[config.mk]
export PLATFORM = sky130hd
export DESIGN_NAME = seq_mult
export DESIGN_NICKNAME = d
export VERILOG_FILES = /design/src/rtl/seq_mult.sv
export SDC_FILE = /design/constraint.sdc
export NUM_CORES = 1
export LEC_CHECK = 0
export ABC_AREA = 1
export CAP_MARGIN = 10
export CORE_UTILIZATION = 55
export CTS_BUF_LIST = sky130_fd_sc_hd__clkbuf_8
export CTS_CLUSTER_SIZE = 10
export DETAILED_ROUTE_END_ITERATION = 8
export HOLD_SLACK_MARGIN = 0.06
export PLACE_DENSITY = 0.95
export SLEW_MARGIN = 20
export SYNTH_ARGS = -nofsm -noshare
export SYNTH_HDL_FRONTEND = slang
export SYNTH_SLANG_ARGS = --single-unit
[constraint.sdc]
create_clock -name clk -period 2.99 [get_ports clk]
set_input_delay 0.7475 -clock clk [delete_from_list [all_inputs] [get_ports clk]]
set_output_delay 0.7475 -clock clk [all_outputs]
set_load 0.01 [all_outputs]
[src/rtl/seq_mult.sv]
module seq_mult #(
  parameter int W = 4
) (
  input  logic           clk,
  input  logic           rst_n,
  input  logic           start,
  input  logic [W-1:0]   mcand,
  input  logic [W-1:0]   mplier,
  output logic           busy,
  output logic           done,
  output logic [2*W-1:0] product
);
  localparam int CW = $clog2(W + 1);

  typedef enum logic [1:0] {S_IDLE, S_RUN, S_DONE} state_t;

  state_t         state;
  logic [W-1:0]   mc_q;
  logic [2*W-1:0] acc;
  logic [CW-1:0]  step;
  logic [W:0]     sum;

  assign sum     = {1'b0, acc[2*W-1:W]} + (acc[0] ? {1'b0, mc_q} : '0);
  assign busy    = (state != S_IDLE);
  assign done    = (state == S_DONE);
  assign product = acc;

  always_ff @(posedge clk or negedge rst_n) begin
    if (!rst_n) begin
      state <= S_IDLE;
      mc_q  <= '0;
      acc   <= '0;
      step  <= '0;
    end else begin
      case (state)
        S_IDLE: if (start) begin
          acc   <= {{W{1'b0}}, mplier};
          mc_q  <= mcand;
          step  <= '0;
          state <= S_RUN;
        end
        S_RUN: begin
          acc  <= {sum, acc[W-1:1]};
          step <= step + 1'b1;
          if (step == CW'(W - 1)) state <= S_DONE;
        end
        default: state <= S_IDLE;
      endcase
    end
  end
endmodule


# --- Word level (Yosys, flattened, before mapping) ---
# Index checks and enable logic that the tools add are counted.
classes:
  n_lt_le_gt_ge: 0
  muxes: 8
  addsub: 2
  n_bitwise: 0
  eq_ne: 5
  mul: 0
  reduce_logical: 6
  shifts: 0
  div_mod_pow: 0
op_table:
  columns: ["op", "n"]
  rows:
  - ["$pmux 8 s2", 1]
  - ["$mux 8", 1]
  - ["$pmux 3 s2", 1]
  - ["$reduce_and 2->1", 3]
  - ["$add 4x4->5", 1]
  - ["$mux 2", 2]
  - ["$mux 4", 1]
  - ["$ne 2x2->1 const B", 2]
  - ["$pmux 2 s2", 1]
  - ["$reduce_bool 2->1", 2]
  - ["$add 3x1->3 const B", 1]
  - ["$eq 3x2->1 const B", 1]
  - ["$mux 3", 1]
  - ["$eq 2x1->1 const B", 1]
  - ["$eq 2x2->1 const B", 1]
  - ["$logic_not 2->1", 1]
word_totals:
  latchBits: 0
  ram_bits: 0
  in_bits: 11
  n_memories: 0
  rom_bits: 0
  reg_bits: 17

# --- Longest topological paths before layout ---
# Gate-level depths: netlist of run 1.
depth:
  word_depth: 3
  mapped_depth: 10

# --- Least setup slack after synthesis of run 1 ---
# No wires, ideal clock.
synth_timing:
  path_kind: "register -> register"
  start: "register acc[0], in the netlist product[0]"
  end: "register acc[5], in the netlist product[5]"
  required_time_ps: 2868
  setup_slack_ps: 1463
  t_arrival_ps: 1405
  stages_incl_launch_ff: 10
  path_cell_list: "dfrtp_1 nand2_1 inv_1 ha_1 inv_1 fa_1 inv_1 a21oi_2 o21ai_1 o21ai_2"
synth_via:
  elab_chain_cells: 3
synth_rtl:
  columns: ["element", "line", "text"]
  rows:
  - ["from (decl)", "19", "logic [2*W-1:0] acc;"]
  - ["from (signal assigned)", "37", "acc <= {{W{1'b0}}, mplier};"]
  - ["from (signal assigned)", "43", "acc <= {sum, acc[W-1:1]};"]
  - ["$mux 4", "23", "assign sum = {1'b0, acc[2*W-1:W]} + (acc[0] ? {1'b0, mc_q} : '0);"]
  - ["$add 4x4->5", "23", null]
  - ["$pmux 8 s2", "35", "case (state)"]
# Every way passes these cells.
# A chain may end at the register's enable or synchronous reset.

# --- Worst setup path in the final report of run 1 ---
layout_timing:
  start: "register state[0]"
  end: "output port busy"
layout_via:
  elab_chain_cells: 1
layout_rtl:
  columns: ["element", "line", "text"]
  rows:
  - ["from (decl)", "17", "state_t state;"]
  - ["from (signal assigned)", "30", "state <= S_IDLE;"]
  - ["from (signal assigned)", "40", "state <= S_RUN;"]
  - ["from (signal assigned)", "45", "if (step == CW'(W - 1)) state <= S_DONE;"]
  - ["$reduce_bool 2->1", "24", "assign busy = (state != S_IDLE);"]
  - ["to (decl)", "9", "output logic busy,"]
# Every way passes these cells.

==> impl_metrics.env, run 1 <==
export IMPL_clkPwrFrac_pct=15.6
export IMPL_worstSkewPairLatency_ps=250
export IMPL_grt_util_all_layers_pct=24.41
export IMPL_final_nets=150
export IMPL_coreArea_um2=1524
export IMPL_placed_cells=143
export IMPL_finalCritPeriodShare_pct=72.10
export IMPL_wl_um=1910
export IMPL_die_h_um=42.81
export IMPL_path_class="register to output pin"
export IMPL_design_die_area_um2=1832
export IMPL_cts_root_buf="clkbuf_8"
export IMPL_place_congestion=0.7720
export IMPL_worstReg2RegStart="product[0]"
export IMPL_vias=783
export IMPL_pin_count=21
export IMPL_cp_arrival_ps=1410
export IMPL_outcome="completed"
export IMPL_io_buffers=20
export IMPL_switchingPower_mw=0.4454
export IMPL_diodes=0
export IMPL_cts_resized=0
export IMPL_post_drt_via_cell_ratio=5.327
export IMPL_power_mw=1.093
export IMPL_worst_slew_pin_slew_ps=723.7
export IMPL_cp_startpoint="state[0]"
export IMPL_critPathLaunchType="register"
export IMPL_worst_slack_ps=834.2
export IMPL_hold_ws_ps=483.6
export IMPL_utilization_pct=76.85
export IMPL_worstSetupEndpointType="output pin"
export IMPL_h_tree_depth=1
export IMPL_overflow=0
export IMPL_drv_slew=0
export IMPL_clockBufferDepth=2
export IMPL_synthToLayoutAreaGrowth_pct=27.87
export IMPL_ys_ff_latch=17
export IMPL_grt_max_degree=18
export IMPL_min_path_type="register to register"
export IMPL_setup_violations=0
export IMPL_fin_skew_ps=4.030
export IMPL_vdd_drop_max_mv=0.5896
export IMPL_synth_nets=126
export IMPL_antenna_left=0
export IMPL_maxCapViolCount=0
export IMPL_dp_hpwl_um=1428
export IMPL_place_area_um2=1125
export IMPL_syn_inst=108
export IMPL_avgRoutedWirePerCell_um=12.99
export IMPL_crit_chain="inv_1, nand2_1, clkdlybuf4s50_1"
export IMPL_grt_pass1_vias=730
export IMPL_postCtsSetupBuffers=0
export IMPL_cts_buffers=3
export IMPL_rows=14
export IMPL_internal_power_mw=0.6478
export IMPL_max_slew_margin_pct=51.60
export IMPL_initial_core_util_pct=60.10
export IMPL_cts_num_sinks=17
export IMPL_clk_pin_slew_worst_paths_ps=60
export IMPL_syn_area_um2=915.9
export IMPL_yosysWarnings=0
export IMPL_cts_hold_buffers=0
export IMPL_synth_seq_area_share_pct=46.45
export IMPL_final_common_cell="nand2_1"
export IMPL_min_from="mc_q[2]"
export IMPL_pwr_share_seq_pct=36.3
export IMPL_final_cell_count_no_fill=147
export IMPL_grt_pass1_wl_um=3180
export IMPL_antenna_found_initial=0
export IMPL_pre_cts_ws_ps=1110
export IMPL_chipWidth_um=42.81
export IMPL_crit_fanout=4
export IMPL_p_sw_share_pct=40.74
export IMPL_cp_data_required_time_ps=2240
export IMPL_drtPass1Iterations=5
export IMPL_power_leakage_nw=0.6145
export IMPL_comb_power_share_pct=48.2
export IMPL_drt_iter0_drc=20
export IMPL_finalSetupTns_ps=0
export IMPL_layout_common_cells="31 x nand2_1, 20 x inv_1, 20 x clkdlybuf4s50_1"
export IMPL_synth_area_per_cell_um2=8.480
export IMPL_drc=0
export IMPL_cts_tree="done"
export IMPL_finalHoldViolCount=0
export IMPL_drive_above_1_share_pct=9.924
export IMPL_crit_slowest_cell="clkdlybuf4s50_1"
export IMPL_max_freq_mhz=463.9
export IMPL_post_route_min_period_ps=2156
export IMPL_fin_area_um2=1171
export IMPL_power_density_nw_per_um2=933.4
export IMPL_rsz0062_at_grt="false"
export IMPL_ys_types=19
export IMPL_cpPeakStageDelay_ps=540
routing by layer:
metal  wire (µm)  part of all wire (%)  GRT usage (%)  vias up
met3          64                   3.4          7.234        8
met1         814                    43          30.14      367
met4          40                   2.1          11.88        0
met2         990                    52          38.79       21
li1            -                     -              -      387
met5           0                     0              0        -
state kept, by name, summed over array words and instances (netlist names):
signal and count:
mc_q 4, state 2, product 8, step 3
final timing paths:
| path | endpoint | slack [ps] | depth (start not counted) |
|---|---|---|---|
| max in group asynchronous | product[0] | 1610 | 1 |
| worst max-delay path | busy | 830 | 3 |
| worst min register to register | mc_q[2] | 480 | 2 |
| worst min-delay path | mc_q[2] | 480 | 2 |
| worst max register to register | product[5] | 1280 | 9 |
| min in group asynchronous | product[2] | 930 | 1 |
cells in the mapped netlist:
master,number,area [µm²]
nor2_1,2,7.510
o22ai_1,1,6.260
o21ai_0,8,40.04
nand3_2,1,10.01
o21ai_2,3,26.28
inv_2,2,7.510
nand2_2,1,6.260
buf_6,1,11.26
nand2_1,31,116.4
dfrtp_1,17,425.4
nand3_1,5,25.02
a22o_1,1,8.760
a21oi_1,2,10.01
o21ai_4,1,16.27
o21ai_1,4,20.02
fa_1,1,20.02
a21oi_2,1,8.760
ha_1,6,75.07
inv_1,20,75.07
power by group through the flow:
stage | combinational, mW | clock, mW | sequential [mW]
after floorplan | 0.335 | 0 | 0.402
after global placement | 0.495 | 0 | 0.393
after detailed placement | 0.525 | 0 | 0.395
after CTS | 0.528 | 0.175 | 0.395
after global routing | 0.590 | 0.186 | 0.407
final | 0.526 | 0.170 | 0.397
worst max-delay path, delay by kind of cell (launching register included):
kind | cells | cell delay, ps
buffers and inverters | 2 | 630
DFF | 1 | 440
and+or+nand+nor | 1 | 80
layout make-up:
class	instances	area (µm²)
Multi-Input combinational cell	68	396.6
Clock buffer	3	41.29
Inverter	22	82.58
Fill cell	100	352.8
Tap cell	16	20.02
Sequential cell	17	425.4
Timing Repair Buffer	20	200.2
Clock inverter	1	5.005
cell families (layout without fill, tap and decap cells):
group | Yosys count | after routing | synth area share [%]
flops | 17 | 17 | 46.45
simple gates | 40 | 40 | 18.03
buf+inv | 23 | 46 | 10.25
compound gates | 21 | 21 | 14.89
fa+ha+maj | 7 | 7 | 10.38
No activity file was read; power rests on OpenSTA's default activity.
==> inputs of run 2 (changes only) <==
--- a/config.mk
+++ b/config.mk
@@ -7,12 +7,12 @@
 export LEC_CHECK = 0
 export ABC_AREA = 1
 export CAP_MARGIN = 10
-export CORE_UTILIZATION = 55
+export CORE_UTILIZATION = 46
 export CTS_BUF_LIST = sky130_fd_sc_hd__clkbuf_8
 export CTS_CLUSTER_SIZE = 10
 export DETAILED_ROUTE_END_ITERATION = 8
 export HOLD_SLACK_MARGIN = 0.06
-export PLACE_DENSITY = 0.95
+export PLACE_DENSITY = 0.86
 export SLEW_MARGIN = 20
 export SYNTH_ARGS = -nofsm -noshare
 export SYNTH_HDL_FRONTEND = slang
==> constraint.sdc (replaced) <==
create_clock -name clk -period 1.75 [get_ports clk]
set_input_delay 0.4375 -clock clk [delete_from_list [all_inputs] [get_ports clk]]
set_output_delay 0.4375 -clock clk [all_outputs]
set_load 0.01 [all_outputs]
==> run 2 against run 1 <==
Hold slack gained 5.3 ps. Routed wire length shrank 8.5%. First-iteration DRC count shrank 55%. Critical path depth shrank 2. Clock power grew 72%. Sequential share of layout area shrank 0.66 points. Count of clock-buffer cells in the layout is the same. Die area grew 19%. Flip-flop and latch count is the same. Critical endpoint is now product[0]. Largest cell class unchanged.
==> impl_metrics.env, run 2 (same netlist as run 1, synthesis figures left out) <==
export IMPL_worst_slew_pin_slew_ps=271.7
export IMPL_max_slew_margin_pct=81.82
export IMPL_drc=0
export IMPL_design_die_area_um2=2173
export IMPL_met2_length_um=874
export IMPL_final_common_cell="nand2_1"
export IMPL_path_class="register to output pin"
export IMPL_pin_count=21
export IMPL_postCtsSetupBuffers=0
export IMPL_highest_layer="met4"
export IMPL_cpPeakStageDelay_ps=590
export IMPL_setup_violations=0
export IMPL_dp_hpwl_um=1333
export IMPL_clkPwrFrac_pct=15.9
export IMPL_h_tree_depth=1
export IMPL_grt_util_all_layers_pct=18.41
export IMPL_coreArea_um2=1802
export IMPL_worstSetupEndpointType="output pin"
export IMPL_place_congestion=0.7442
export IMPL_largest_reg_flops=8
export IMPL_vias=756
export IMPL_comb_power_share_pct=47.5
export IMPL_fill_cells=165
export IMPL_initial_core_util_pct=50.83
export IMPL_cpLargestDelayFamily="buffers and inverters"
export IMPL_grt_pass1_wl_um=2760
export IMPL_final_nets=152
export IMPL_cp_data_required_time_ps=1310
export IMPL_grt_pass1_vias=676
export IMPL_r2r_slack_ps=170
export IMPL_min_path_type="register to register"
export IMPL_min_path_cells=2
export IMPL_cts_root_buf="clkbuf_8"
export IMPL_layout_common_cells="31 x nand2_1, 20 x inv_1, 18 x clkdlybuf4s50_1"
export IMPL_multi_input_area_um2=396.6
export IMPL_grt_max_degree=18
export IMPL_finalSetupTns_ps=0
export IMPL_min_to="mc_q[0]"
export IMPL_crit_fanout=6
export IMPL_outcome="completed"
export IMPL_switchingPower_mw=0.7355
export IMPL_post_drt_via_cell_ratio=4.785
export IMPL_max_freq_mhz=585.5
export IMPL_overflow=0
export IMPL_avgRoutedWirePerCell_um=11.06
export IMPL_min_from="mc_q[0]"
export IMPL_post_route_min_period_ps=1708
export IMPL_rows=15
export IMPL_dr_wl_met3_um=96
export IMPL_fin_skew_ps=7.104
export IMPL_cts_num_sinks=17
export IMPL_cp_arrival_ps=1270
export IMPL_p_sw_share_pct=39.90
export IMPL_diodes=0
export IMPL_vdd_drop_max_mv=1.046
export IMPL_crit_slowest_cell="clkdlybuf4s50_1"
export IMPL_power_density_nw_per_um2=1541
export IMPL_cts_buffers=3
export IMPL_register_area_um2=426.7
export IMPL_drt_iter0_drc=9
export IMPL_finalHoldViolCount=0
export IMPL_worstReg2RegStart="product[0]"
export IMPL_cts_tree="done"
export IMPL_drv_slew=0
export IMPL_finalCritPeriodShare_pct=97.60
export IMPL_rsz0062_at_grt="false"
export IMPL_critPathLaunchType="register"
export IMPL_power_leakage_nw=0.6288
export IMPL_clockBufferDepth=2
export IMPL_antenna_left=0
export IMPL_io_buffers=20
export IMPL_antenna_found_initial=0
export IMPL_drive_above_1_share_pct=12.03
export IMPL_crit_chain="clkdlybuf4s50_1"
export IMPL_power_mw=1.844
export IMPL_r2r_cells=9
export IMPL_worstSkewPairLatency_ps=260
export IMPL_wl_um=1748
export IMPL_maxCapViolCount=0
export IMPL_internal_power_mw=1.108
export IMPL_reg2reg_to="product[5]"
export IMPL_crit_buf_inv=1
export IMPL_drt_met1_wl_um=747
export IMPL_synthToLayoutAreaGrowth_pct=30.60
export IMPL_die_h_um=46.62
export IMPL_clk_pin_slew_worst_paths_ps=70
export IMPL_chipWidth_um=46.62
export IMPL_pwr_share_seq_pct=36.6
export IMPL_drtPass1Iterations=4
run 2: what timing repair did:
action | CTS | global route
hold buffers | 0 | 0
gates resized for setup | 3 | 0
endpoints found under the setup margin | 2 | 0
run 2: metrics by stage:
stage          util (%)  hold slack [ps]  area [µm²]  worst slack (ps)  instances
2_1_floorplan         -            141.9       915.9             222.6        108
3_3_place_gp      63.89            468.6        1151             236.2        154
3_5_place_dp      63.89            475.0        1151             173.2        154
4_1_cts           66.39            492.6        1196             34.44        158
5_1_grt           66.39            505.6        1196             13.50        158
6_report          66.39            488.9        1196             41.92        158
run 2: worst max path at each step:
stage	start	end	slack (ps)	cells past startpoint
finish	product[0]	product[0]	40	1
global route	product[0]	product[0]	10	1
CTS	product[0]	product[0]	30	1
detailed placement	product[0]	product[5]	170	9
global placement	state[0]	busy	240	3
floorplan	product[0]	product[5]	220	9
run 2: final cells by class:
cell class                      instances  share of cell area [%]
Clock buffer                            3                   3.452
Clock inverter                          1                  0.4184
Inverter                               22                   6.904
Multi-Input combinational cell         68                   33.16
Sequential cell                        17                   35.67
Tap cell                               25                   2.615
Timing Repair Buffer                   22                   17.78
run 2: power groups by stage:
stage | clock (mW) | sequential (mW) | combinational (mW)
3_5_place_dp | 0 | 0.676 | 0.895
2_1_floorplan | 0 | 0.688 | 0.572
3_3_place_gp | 0 | 0.669 | 0.861
6_report | 0.293 | 0.675 | 0.875
5_1_grt | 0.308 | 0.692 | 1.01
4_1_cts | 0.299 | 0.674 | 0.889
run 2: metal layers:
metal,vias to the layer above,GRT usage [%]
met5,-,0
met4,0,9.714
met3,5,3.922
met2,21,31.94
met1,339,20.83
li1,391,-
